[src/rtl/regalu_pkg.sv]
package regalu_pkg;
    localparam int OPC_W = 6;

    localparam logic [OPC_W-1:0] OPC_AND   = 6'b010100;
    localparam logic [OPC_W-1:0] OPC_ADD   = 6'b010101;
    localparam logic [OPC_W-1:0] OPC_DEC   = 6'b010110;
    localparam logic [OPC_W-1:0] OPC_DECSZ = 6'b010111;
    localparam logic [OPC_W-1:0] OPC_SUB   = 6'b011010;
    localparam logic [OPC_W-1:0] OPC_XOR   = 6'b011011;
    localparam logic [OPC_W-1:0] OPC_IOR   = 6'b011111;

    typedef enum logic [2:0] {
        FN_AND, FN_IOR, FN_XOR, FN_ADD, FN_SUB, FN_DEC
    } alu_fn_e;

    typedef struct packed {
        logic    legal;
        alu_fn_e fn;
        logic    upd_cdc;
        logic    upd_z;
        logic    skip_zero;
    } ctrl_t;
endpackage

[src/rtl/regalu_decode.sv]
module regalu_decode
    import regalu_pkg::*;
(
    input  logic [OPC_W-1:0] opc,
    output ctrl_t            ctrl
);
    always_comb begin
        ctrl = '{legal: 1'b1, fn: FN_AND, upd_cdc: 1'b0, upd_z: 1'b1, skip_zero: 1'b0};
        case (opc)
            OPC_AND:   ctrl.fn = FN_AND;
            OPC_IOR:   ctrl.fn = FN_IOR;
            OPC_XOR:   ctrl.fn = FN_XOR;
            OPC_ADD: begin
                ctrl.fn      = FN_ADD;
                ctrl.upd_cdc = 1'b1;
            end
            OPC_SUB: begin
                ctrl.fn      = FN_SUB;
                ctrl.upd_cdc = 1'b1;
            end
            OPC_DEC:   ctrl.fn = FN_DEC;
            OPC_DECSZ: begin
                ctrl.fn        = FN_DEC;
                ctrl.upd_z     = 1'b0;
                ctrl.skip_zero = 1'b1;
            end
            default: begin
                ctrl.legal = 1'b0;
                ctrl.upd_z = 1'b0;
            end
        endcase
    end
endmodule

[src/rtl/regalu_core.sv]
module regalu_core
    import regalu_pkg::*;
#(
    parameter int DATA_W = 8
) (
    input  alu_fn_e           fn,
    input  logic [DATA_W-1:0] acc,
    input  logic [DATA_W-1:0] opnd,
    output logic [DATA_W-1:0] res,
    output logic              c_out,
    output logic              dc_out
);
    localparam int NIB = 4;

    logic [DATA_W:0] sum_w, dif_w;
    logic [NIB:0]    sum_n, dif_n;

    always_comb begin
        sum_w  = {1'b0, acc} + {1'b0, opnd};
        dif_w  = {1'b0, opnd} - {1'b0, acc};
        sum_n  = {1'b0, acc[NIB-1:0]} + {1'b0, opnd[NIB-1:0]};
        dif_n  = {1'b0, opnd[NIB-1:0]} - {1'b0, acc[NIB-1:0]};
        c_out  = 1'b0;
        dc_out = 1'b0;
        case (fn)
            FN_AND: res = acc & opnd;
            FN_IOR: res = acc | opnd;
            FN_XOR: res = acc ^ opnd;
            FN_ADD: begin
                res    = sum_w[DATA_W-1:0];
                c_out  = sum_w[DATA_W];
                dc_out = sum_n[NIB];
            end
            FN_SUB: begin
                res    = dif_w[DATA_W-1:0];
                c_out  = ~dif_w[DATA_W];
                dc_out = ~dif_n[NIB];
            end
            default: res = opnd - {{(DATA_W-1){1'b0}}, 1'b1};
        endcase
    end
endmodule

[src/rtl/regalu_exec.sv]
module regalu_exec
    import regalu_pkg::*;
#(
    parameter int DATA_W = 8,
    parameter int ADDR_W = 7
) (
    input  logic                      clk,
    input  logic                      rst_n,
    input  logic                      instr_valid,
    input  logic [OPC_W+ADDR_W:0]     instr,
    input  logic [DATA_W-1:0]         reg_rdata,
    output logic                      reg_we,
    output logic [ADDR_W-1:0]         reg_waddr,
    output logic [DATA_W-1:0]         reg_wdata,
    output logic [DATA_W-1:0]         acc_q,
    output logic                      flag_c,
    output logic                      flag_dc,
    output logic                      flag_z,
    output logic                      skip_next,
    output logic                      decode_err
);
    localparam int DST_BIT = ADDR_W;
    localparam int OPC_LSB = ADDR_W + 1;

    typedef struct packed {
        logic [DATA_W-1:0] acc;
        logic              c;
        logic              dc;
        logic              z;
        logic              skip;
        logic              we;
        logic [ADDR_W-1:0] waddr;
        logic [DATA_W-1:0] wdata;
        logic              err;
    } state_t;

    state_t            st_d, st_q;
    ctrl_t             ctrl;
    logic [DATA_W-1:0] res;
    logic              c_new, dc_new;

    regalu_decode u_dec (
        .opc  (instr[OPC_LSB +: OPC_W]),
        .ctrl (ctrl)
    );

    regalu_core #(.DATA_W(DATA_W)) u_core (
        .fn     (ctrl.fn),
        .acc    (st_q.acc),
        .opnd   (reg_rdata),
        .res    (res),
        .c_out  (c_new),
        .dc_out (dc_new)
    );

    always_comb begin
        st_d      = st_q;
        st_d.we   = 1'b0;
        st_d.err  = 1'b0;
        st_d.skip = 1'b0;
        if (instr_valid && !st_q.skip) begin
            if (!ctrl.legal) begin
                st_d.err = 1'b1;
            end else begin
                if (instr[DST_BIT]) begin
                    st_d.we    = 1'b1;
                    st_d.waddr = instr[ADDR_W-1:0];
                    st_d.wdata = res;
                end else begin
                    st_d.acc = res;
                end
                if (ctrl.upd_cdc) begin
                    st_d.c  = c_new;
                    st_d.dc = dc_new;
                end
                if (ctrl.upd_z) st_d.z = (res == '0);
                if (ctrl.skip_zero && res == '0) st_d.skip = 1'b1;
            end
        end
    end

    always_ff @(posedge clk or negedge rst_n) begin
        if (!rst_n) st_q <= '0;
        else        st_q <= st_d;
    end

    assign reg_we     = st_q.we;
    assign reg_waddr  = st_q.waddr;
    assign reg_wdata  = st_q.wdata;
    assign acc_q      = st_q.acc;
    assign flag_c     = st_q.c;
    assign flag_dc    = st_q.dc;
    assign flag_z     = st_q.z;
    assign skip_next  = st_q.skip;
    assign decode_err = st_q.err;

    a_r7_skip_single: assert property (@(posedge clk) disable iff (!rst_n)
        skip_next |=> !skip_next);
    a_r7_skip_keeps_flags: assert property (@(posedge clk) disable iff (!rst_n)
        skip_next |-> {flag_c, flag_dc, flag_z} == $past({flag_c, flag_dc, flag_z}));
    a_r8_skip_slot_inert: assert property (@(posedge clk) disable iff (!rst_n)
        skip_next |=> (!reg_we && !decode_err && $stable(acc_q)
                       && $stable({flag_c, flag_dc, flag_z})));
    a_r9_err_inert: assert property (@(posedge clk) disable iff (!rst_n)
        decode_err |-> (!reg_we && acc_q == $past(acc_q)
                        && {flag_c, flag_dc, flag_z} == $past({flag_c, flag_dc, flag_z})));
    a_r1_write_keeps_acc: assert property (@(posedge clk) disable iff (!rst_n)
        reg_we |-> acc_q == $past(acc_q));
endmodule

[config.mk]
export PLATFORM = sky130hd
export DESIGN_NAME = regalu_exec
export DESIGN_NICKNAME = d
export VERILOG_FILES = /design/src/rtl/regalu_pkg.sv /design/src/rtl/regalu_decode.sv /design/src/rtl/regalu_core.sv /design/src/rtl/regalu_exec.sv
export SDC_FILE = /design/constraint.sdc
export NUM_CORES = 1
export LEC_CHECK = 0
export CELL_PAD_IN_SITES_DETAIL_PLACEMENT = 1
export CELL_PAD_IN_SITES_GLOBAL_PLACEMENT = 2
export CORE_MARGIN = 2
export CORE_UTILIZATION = 36
export CTS_CLUSTER_DIAMETER = 120
export DETAILED_ROUTE_END_ITERATION = 16
export DONT_BUFFER_PORTS = 1
export PLACE_DENSITY_LB_ADDON = 0.2
export SLEW_MARGIN = 20
export SYNTH_ARGS = -nofsm -noshare
export SYNTH_HDL_FRONTEND = slang
export SYNTH_HIERARCHICAL = 1
export SYNTH_SLANG_ARGS = --single-unit
[constraint.sdc]
create_clock -name clk -period 2.8 [get_ports clk]
set_clock_uncertainty 0.2 [all_clocks]
set_input_delay 0.14 -clock clk [delete_from_list [all_inputs] [get_ports clk]]
set_output_delay 0.14 -clock clk [all_outputs]
set_load 0.02 [all_outputs]
==> results of run 1 <==
sequential cells by signal, indices dropped and copies added (netlist names):
signal,flops
acc_q,8
decode_err,1
flag_c,1
flag_dc,1
flag_z,1
reg_waddr,7
reg_wdata,8
reg_we,1
skip_next,1
repair_timing:
item                       in CTS  in global routing
pin swaps                      10                 15
buffers inserted                4                  4
hold endpoints to repair       47                  0
hold buffers                   15                  0
setup endpoints to repair       2                  2
gates resized for setup        24                 11
cell usage in the layout, fill, tap and decap left out, types with 3 or more instances in the layout:
cell type       n
inv_2           5
xnor2_1         6
o21ai_0         7
nor3_1          4
nand3_1         3
nor2b_4         3
buf_12          3
mux2i_1         5
and3_1          3
a21oi_1        11
clkbuf_8        5
o221ai_1        4
nand4_1         3
a21oi_2         4
nand3b_1        3
nor2_1         23
dfrtp_1        25
o211ai_1        5
dlygate4sd3_1  14
mux2_2          9
nand2_1        15
inv_1          22
buf_4          60
dfrtp_2         4
ha_1           18
nand2b_1        4
mux2_4         18
ha_4            5
nor2b_1         4
a211oi_1        6
o22ai_1         6
worst min-delay path by stage:
stage | start | endpoint | slack [ns] | cells past startpoint
final | rst_n | acc_q[0] | 0.09 | 2
after global routing | rst_n | acc_q[3] | 0.10 | 2
after CTS | rst_n | reg_waddr[6] | 0.08 | 2
after detailed placement | rst_n | reg_waddr[6] | -0.35 | 0
after global placement | rst_n | reg_wdata[2] | -0.35 | 0
after floorplan | rst_n | acc_q[0] | -0.36 | 0
power groups by stage:
stage / sequential, mW / combinational [mW] / clock [mW]
detailed placement: 0.649 / 0.977 / 0
finish: 0.644 / 1.20 / 0.346
global placement: 0.645 / 0.956 / 0
floorplan: 0.680 / 0.555 / 0
global route: 0.654 / 1.29 / 0.373
CTS: 0.644 / 1.13 / 0.358
layout make-up:
cell class | instances | area [um^2]
inverters | 27 | 101
multi-input cells | 216 | 1940
clock buffers | 5 | 68.8
repair buffers | 78 | 662
clock inverters | 3 | 17.5
well taps | 99 | 124
flip-flops and latches | 29 | 731
fillers | 844 | 3600
through the flow:
step / area [um^2] / std cells / util [%]
6_report: 3650 / 457 / 50.3
5_1_grt: 3650 / 457 / 50.3
4_1_cts: 3550 / 453 / 48.9
3_5_place_dp: 3180 / 426 / 43.9
3_3_place_gp: 3180 / 426 / 43.9
2_1_floorplan: 2710 / 283 / -
cells by family after synthesis:
logic type | count (synthesis) | share of synthesized area (%)
and+or+nand+nor | 80 | 16.5
AOI/OAI and AO/OA | 68 | 17.6
buffers and inverters | 38 | 7.17
muxes | 32 | 15.5
DFF | 29 | 27.0
adders and majority gates | 28 | 13.5
xor gates and xnor gates | 8 | 2.61
routing by layer:
layer  GRT usage (%)  vias to the layer above
met5               0                        -
met4            5.13                        0
met3            4.09                        7
met2            38.2                       55
met1            29.1                     1257
li1                -                     1159
worst max-delay path, delay by kind of cell, from the launching register on:
family	cells	cell delay [ns]
adder cells (fa/ha/maj)	1	0.28
flip-flops	1	0.41
AND/OR/NAND/NOR	2	0.67
buffers and inverters	1	0.17
AO/OA/AOI/OAI	5	0.93
multiplexers	1	0.15
==> metrics, run 1 <==
status=finished with violations; failing checks=setup timing; core footprint=7250 um^2; HPWL after DPL=6.89 mm; internal power=1.28 mW; post-synthesis sequential area ratio=27.0%; Fin. Hold Viols=0; Synth-to-Final Area Change=35.8%; Clock Power Share=15.8%; # diodes=0; Synth cell types=57; ratio of cells with drive above 1 in the final layout=39.9%; Tot Pwr=2.19 mW; drt pass-1 iters=4; vias in the first global route=2698; Die H=90.4 um; Clock Tree Root=clkbuf_8; max layer used=met4; max-cap violations=0; CP Cell Sequence=buf_4, ha_1, a21oi_2, a211oi_1, a41o_1, o21ai_0, o221ai_1, or4_4, nor2_4, mux2_4; Slew Limit Fails=0; CP endpoint kind=flop; Synth Register Bits=29; crit path max fanout=4; Final min period=2.89 ns; DRC=0; routed wl met2=4.53 mm; worst r2r src=acc_q[2]; post-synth top area cell=dfrtp_1; worst setup margin=-0.0892 ns; Crit. Startpoint=acc_q[2]; H-tree levels=2; met3 wire length=347 um; HP Class=input port to async pin; maximum VDD drop=0.413 mV; Post-DRT Antenna Nets=0; pre-CTS setup slack=-0.225 ns; gr ovfl total=0; row cnt=31; Initial Utilization=37.1%; Main synth FF type=dfrtp_1; Synth Area per Inst=9.50 um^2; Fin Hold WS=0.0888 ns; Seq pwr share=29.4%; RSZ-0062 raised after global routing=true; Total GRT Usage=22.3%; end point of the critical path=flag_z; drt wl/cell=19.8 um; Max stage delay on crit path=0.55 ns; most common cell in the synthesized netlist=dfrtp_1; Clock transition at path regs=0.07 ns; RR Endpoint=flag_z; GP Congestion=0.871; final WL=9.04 mm; Gate Count Post-Synth=283; final setup vio count=2; port buffer count=0; crit start category=flop; Top Ports=54; Worst-Margin Slew=0.416 ns; arrival time worst endpoint=2.90 ns; top-area cell type share of the netlist area=27.0%; DR iter-0 viols=152; Synth area leaders=dfrtp_1 (27%), ha_1 (12%), mux2_4 (9.5%); Worst R2R Setup Slack=-0.09 ns; Synth async-reset ratio=100%; slowest library cell on the worst path=or4_4; CTS buffer count=5; nets@finish=409; Worst-Skew Late Latency=0.28 ns; worst relative slew slack=72.2%; number of flops mapped to enable cells by yosys=0; clock sinks=29; Vias/cell=5.42; TritonCTS clock tree=built; Syn Nets=335; Ys Warns=6; Via Count=2478; Synth top cells by count=dfrtp_1 (29), inv_1 (26), ha_1 (25), nor2_1 (25), mux2_4 (17); Die W=90.4 um; CP required=2.81 ns; P per Cell Area=601 nW/um^2; Switching Power=0.907 mW; CTS Buffer Depth=2; P_leak=1.65 nW; critical path class=flop to flop; Comb pwr share=54.9%; Fmax achieved=346 MHz; WL met1=4.09 mm; Die Area=8170 um^2; switching share of power=41.4%; largest net degree at the start of global routing=30; setup_tns=-0.173 ns; cell count of the worst reg-to-reg path=10; mapped cell area=2690 um^2; fin crit share=103%; first-pass GRT wire length=14.4 mm; initial antenna violation count=0
No activity file was read; power rests on OpenSTA's default activity.
==> inputs of run 2 (changes only) <==
Settings changed: CORE_UTILIZATION 36 to 35, SYNTH_HIERARCHICAL 1 to default.
==> metrics, run 2 <==
Util after Layout=47.6% (was 50.3%); worst setup margin=-0.0395 ns (was -0.0892 ns); Die Area=7820 um^2 (was 8170 um^2); Die W=88.4 um (was 90.4 um); Worst-Margin Slew=0.549 ns (was 0.416 ns); Synth-to-Final Area Change=30.3% (was 35.8%); status=finished with violations (unchanged); Synth async-reset ratio=100% (unchanged); Final min period=2.84 ns (was 2.89 ns); vias in the first global route=2629 (was 2698); Synth Register Bits=29 (unchanged); first-pass GRT wire length=13.7 mm (was 14.4 mm); Max stage delay on crit path=0.44 ns (was 0.55 ns); Post-DRT Antenna Nets=0 (unchanged); GP Congestion=0.896 (was 0.871); mapped cell area=2490 um^2 (was 2690 um^2); Die H=88.4 um (was 90.4 um); # diodes=0 (unchanged); TritonCTS clock tree=built (unchanged); final WL=8.69 mm (was 9.04 mm); ratio of cells with drive above 1 in the final layout=29.8% (was 39.9%); slowest library cell on the worst path=or4_4 (unchanged); Total GRT Usage=23.3% (was 22.3%); Main synth FF type=dfrtp_1 (unchanged); Top Ports=54 (unchanged); Synth top cells by count=dfrtp_1 (29), ha_1 (25), inv_1 (25) (was dfrtp_1 (29), inv_1 (26), ha_1 (25), nor2_1 (25), mux2_4 (17)); Syn Nets=328 (was 335); crit start category=flop (unchanged); Non-Filler Instances=425 (was 457); post-synth top area cell=dfrtp_1 (unchanged); Tot Pwr=2.31 mW (was 2.19 mW); CP Cell Sequence=inv_4, ha_4, o21ba_1, or4_4, a41o_1, o32a_1, o31a_1, a211o_1, nor4_2 (was buf_4, ha_1, a21oi_2, a211oi_1, a41o_1, o21ai_0, o221ai_1, or4_4, nor2_4, mux2_4); Slew Limit Fails=0 (unchanged); Worst-Skew Late Latency=0.30 ns (was 0.28 ns); final-layout fill cell count=799 (was 844); Ys Warns=0 (was 6); P_leak=1.46 nW (was 1.65 nW); Fin. Hold Viols=0 (unchanged); Synth area leaders=dfrtp_1 (29%), ha_1 (13%), mux2_2 (6.8%) (was dfrtp_1 (27%), ha_1 (12%), mux2_4 (9.5%)); CP required=2.80 ns (was 2.81 ns); fin crit share=101% (was 103%); HPWL after DPL=6.26 mm (was 6.89 mm); largest net degree at the start of global routing=30 (unchanged); crit path max fanout=4 (unchanged); Placed Area=2850 um^2 (was 3180 um^2); max-cap violations=0 (unchanged); most frequent cells in the layout=buf_4 (42), dfrtp_1 (25), inv_1 (23), ha_1 (22), nand2_1 (18) (was buf_4 (60), dfrtp_1 (25), nor2_1 (23), inv_1 (22)); gr ovfl total=0 (unchanged); port buffer count=0 (unchanged); CP endpoint kind=flop (unchanged); final setup vio count=1 (was 2); placed cell count=397 (was 426); Synth Area per Inst=9.03 um^2 (was 9.50 um^2); Fmax achieved=352 MHz (was 346 MHz); Via Count=2385 (was 2478); top-area cell type share of the netlist area=29.1% (was 27.0%); drt pass-1 iters=4 (unchanged); most common cell in the synthesized netlist=dfrtp_1 (unchanged); DR iter-0 viols=84 (was 152); P per Cell Area=710 nW/um^2 (was 601 nW/um^2); clock sinks=29 (unchanged); Clock Tree Root=clkbuf_8 (unchanged); Worst Path Buf+Inv=1 (unchanged); arrival time worst endpoint=2.84 ns (was 2.90 ns); initial antenna violation count=0 (unchanged); RSZ-0062 raised after global routing=true (unchanged); Clock transition at path regs=0.08 ns (was 0.07 ns); number of flops mapped to enable cells by yosys=0 (unchanged); row cnt=30 (was 31); CTS buffer count=5 (unchanged); Vias/cell=5.61 (was 5.42); CTS Buffer Depth=2 (unchanged); most common cell after layout, fill and taps aside=buf_4 (unchanged); failing checks=setup timing (unchanged); Initial Utilization=36.5% (was 37.1%); DRC=0 (unchanged); critical path class=flop to flop (unchanged); Synth cell types=65 (was 57); WL met1=3.90 mm (was 4.09 mm); core footprint=6830 um^2 (was 7250 um^2); met3 wire length=601 um (was 347 um); routed wl met2=4.03 mm (was 4.53 mm); final instance area=3250 um^2 (was 3650 um^2); worst relative slew slack=63.4% (was 72.2%); drt wl/cell=20.4 um (was 19.8 um); post-synthesis sequential area ratio=29.1% (was 27.0%); HP Class=input port to flop (was input port to async pin); Top delay family on crit path=compound AO/OA/AOI/OAI gates (unchanged); H-tree levels=2 (unchanged); nets@finish=380 (was 409); max layer used=met4 (unchanged); Gate Count Post-Synth=276 (was 283); maximum VDD drop=0.411 mV (was 0.413 mV)
run 2: power breakdown:
part           internal (mW)  total [mW]  switching (mW)
sequential             0.527       0.695           0.168
clock                  0.267       0.473           0.206
combinational          0.558        1.14           0.580
run 2: layer usage:
layer	vias up	track usage [%]
met2	72	37.9
met5	-	0
li1	1104	-
met3	17	5.22
met4	0	7.16
met1	1192	30.9
run 2: repair_timing:
action | in CTS | in global routing
setup endpoints to repair | 4 | 7
hold endpoints to repair | 40 | 0
buffers inserted | 0 | 5
pin swaps | 1 | 10
hold buffers | 15 | 0
resized for setup | 4 | 16
run 2: path summary, 6_finish.rpt:
kind	startpoint	to	slack, ns	cells past startpoint
min	instr_valid	flag_c	0.01	2
min in group asynchronous	rst_n	acc_q[5]	0.07	2
max reg2reg	acc_q[1]	skip_next	-0.04	9
max in group asynchronous	rst_n	acc_q[1]	2.14	2
min reg2reg	acc_q[2]	acc_q[2]	0.40	2
max	acc_q[1]	skip_next	-0.04	9
run 2: cell type report:
class                           instances  area, um^2  share of cell area [%]
Sequential cell                        29         731                    22.5
Clock inverter                          3        46.3                    1.42
Multi-Input combinational cell        209        1700                    52.3
Timing Repair Buffer                   58         487                    15.0
Clock buffer                            5        68.8                    2.12
Inverter                               25        96.3                    2.96
Tap cell                               96         120                    3.70
run 2: kinds of logic (layout without fill, tap and decap cells):
logic type / after synthesis / in the layout / share of synthesized area (%)
fa+ha+maj: 27 / 27 / 14.1
simple gates: 80 / 80 / 17.4
xor+xnor: 10 / 10 / 3.51
flops: 29 / 29 / 29.1
buf+inv: 38 / 91 / 6.47
compound gates: 76 / 76 / 22.2
mux: 16 / 16 / 7.18
run 2: through the flow:
| stage | setup slack [ns] | hold slack (ns) | TNS (ns) |
|---|---|---|---|
| 3_5_place_dp | -0.0615 | -0.355 | -0.216 |
| 5_1_grt | -0.192 | 0.0175 | -0.546 |
| 4_1_cts | 0.00532 | 0.00577 | 0 |
| 3_3_place_gp | 0.000210 | -0.355 | 0 |
| 6_report | -0.0395 | 0.0130 | -0.0395 |
| 2_1_floorplan | 0.00175 | -0.356 | 0 |
==> inputs of run 3 (changes only) <==
Settings changed: CORE_UTILIZATION 35 to 30.
==> metrics, run 3 (synthesis gave the netlist of run 2 again) <==
Fin Hold WS=0.0314 ns (was 0.0130 ns); final setup vio count=0 (was 1); HP Class=input port to flop (unchanged); Vias/cell=5.36 (was 5.61); drt wl/cell=20.1 um (was 20.4 um); GP Congestion=0.901 (was 0.896); fin crit share=99.2% (was 101%); final WL=8.75 mm (was 8.69 mm); HPWL after DPL=6.36 mm (was 6.26 mm); worst setup margin=0.0220 ns (was -0.0395 ns); placed cell count=408 (was 397); cell count of the worst reg-to-reg path=9 (unchanged); RR Endpoint=flag_z (was skip_next); ratio of cells with drive above 1 in the final layout=29.9% (was 29.8%); core footprint=8130 um^2 (was 6830 um^2); port buffer count=0 (unchanged); crit path max fanout=4 (unchanged); Crit. Startpoint=acc_q[1] (unchanged); DRC=0 (unchanged); crit start category=flop (unchanged); Die Area=9060 um^2 (was 7820 um^2); clock sinks=29 (unchanged); TritonCTS clock tree=built (unchanged); status=finished, final reports clean (was finished with violations); worst r2r src=acc_q[1] (unchanged); row cnt=33 (was 30); Tot Pwr=2.30 mW (was 2.31 mW); DR iter-0 viols=120 (was 84); Slew Limit Fails=0 (unchanged); Worst-Skew Late Latency=0.29 ns (was 0.30 ns); largest net degree at the start of global routing=30 (unchanged); Fmax achieved=360 MHz (was 352 MHz); P_leak=1.46 nW (about the same); Worst R2R Setup Slack=0.02 ns (was -0.04 ns); # diodes=0 (unchanged); Via Count=2338 (was 2385); Non-Filler Instances=436 (was 425); drt pass-1 iters=4 (unchanged); CP required=2.80 ns (about the same); Top Ports=54 (unchanged); CTS buffer count=5 (unchanged); pre-CTS setup slack=-0.199 ns (was -0.0615 ns); first-pass GRT wire length=14.2 mm (was 13.7 mm); gr ovfl total=0 (unchanged); critical path class=flop to flop (unchanged); maximum VDD drop=0.314 mV (was 0.411 mV); max-cap violations=0 (unchanged); Worst-Margin Slew=0.538 ns (was 0.549 ns); nets@finish=382 (was 380); Final min period=2.78 ns (was 2.84 ns); Clock transition at path regs=0.08 ns (about the same); most frequent cells in the layout=buf_4 (45), dfrtp_1 (25), inv_1 (23), ha_1 (22), nand2_1 (18) (was buf_4 (42), dfrtp_1 (25), inv_1 (23), ha_1 (22), nand2_1 (18)); vias in the first global route=2588 (was 2629); arrival time worst endpoint=2.78 ns (was 2.84 ns); most common cell after layout, fill and taps aside=buf_4 (unchanged); Fin. Hold Viols=0 (unchanged); Post-DRT Antenna Nets=0 (unchanged); Die W=95.2 um (was 88.4 um); Total GRT Usage=20.7% (was 23.3%); initial antenna violation count=0 (unchanged); CTS Buffer Depth=2 (unchanged); worst relative slew slack=63.8% (was 63.4%); P per Cell Area=702 nW/um^2 (was 710 nW/um^2); Initial Utilization=30.7% (was 36.5%); Clock Tree Root=clkbuf_8 (unchanged); Util after Layout=40.2% (was 47.6%); CP endpoint kind=flop (unchanged); Die H=95.2 um (was 88.4 um); H-tree levels=2 (unchanged); end point of the critical path=flag_z (was skip_next); Synth-to-Final Area Change=31.3% (was 30.3%); RSZ-0062 raised after global routing=true (unchanged)
-- run 3: repair_timing --
| item | 4_1_cts | 5_1_grt |
|---|---|---|
| hold buffers | 15 | 0 |
| setup buffers | 2 | 3 |
| pin swaps | 7 | 8 |
| resized for setup | 8 | 10 |
| endpoints found under the setup margin | 4 | 8 |
| hold endpoints to repair | 40 | 0 |
| cloned | 0 | 0 |
-- run 3: metrics by stage --
| stage | cell area [um^2] | TNS [ns] |
|---|---|---|
| after floorplan | 2510 | 0 |
| after global placement | 2880 | -0.126 |
| after detailed placement | 2880 | -0.501 |
| after CTS | 3200 | 0 |
| after global routing | 3270 | -0.320 |
| final | 3270 | 0 |
-- run 3: final cells by class --
cell class / count / area, um^2
Fill cell: 938 / 4860
Tap cell: 105 / 131
Multi-Input combinational cell: 209 / 1700
Clock buffer: 5 / 68.8
Sequential cell: 29 / 731
Inverter: 25 / 96.3
Clock inverter: 3 / 46.3
Timing Repair Buffer: 60 / 498
-- run 3: worst min-delay path by stage --
stage	start	to	slack, ns	cells past startpoint
after detailed placement	rst_n	reg_wdata[1]	-0.35	0
after global routing	instr_valid	flag_c	0.04	2
after global placement	rst_n	reg_wdata[0]	-0.35	0
after CTS	instr[10]	flag_z	0.01	4
after floorplan	rst_n	acc_q[0]	-0.36	0
final	instr_valid	flag_c	0.03	2
-- run 3: metal layers --
metal	vias to the layer above	part of all wire [%]	track usage, %
met5	-	0	0
met3	6	5.9	4.43
met1	1166	45	26.8
met4	0	0.67	3.26
met2	56	49	35.9
li1	1110	-	-
-- run 3: critical path, cell delays in order, from the launching register on --
cell     delay [ns]
dfrtp_2        0.43
inv_4          0.09
ha_4           0.20
o21ba_1        0.21
or4_4          0.44
a41o_1         0.19
o32a_1         0.15
o31a_1         0.25
a211o_1        0.28
o31ai_2        0.24
-- run 3: power by group --
| part | internal, mW | leakage (nW) | switching [mW] |
|---|---|---|---|
| Clock | 0.267 | 0.0543 | 0.201 |
| Combinational | 0.577 | 1.05 | 0.562 |
| Sequential | 0.527 | 0.364 | 0.165 |
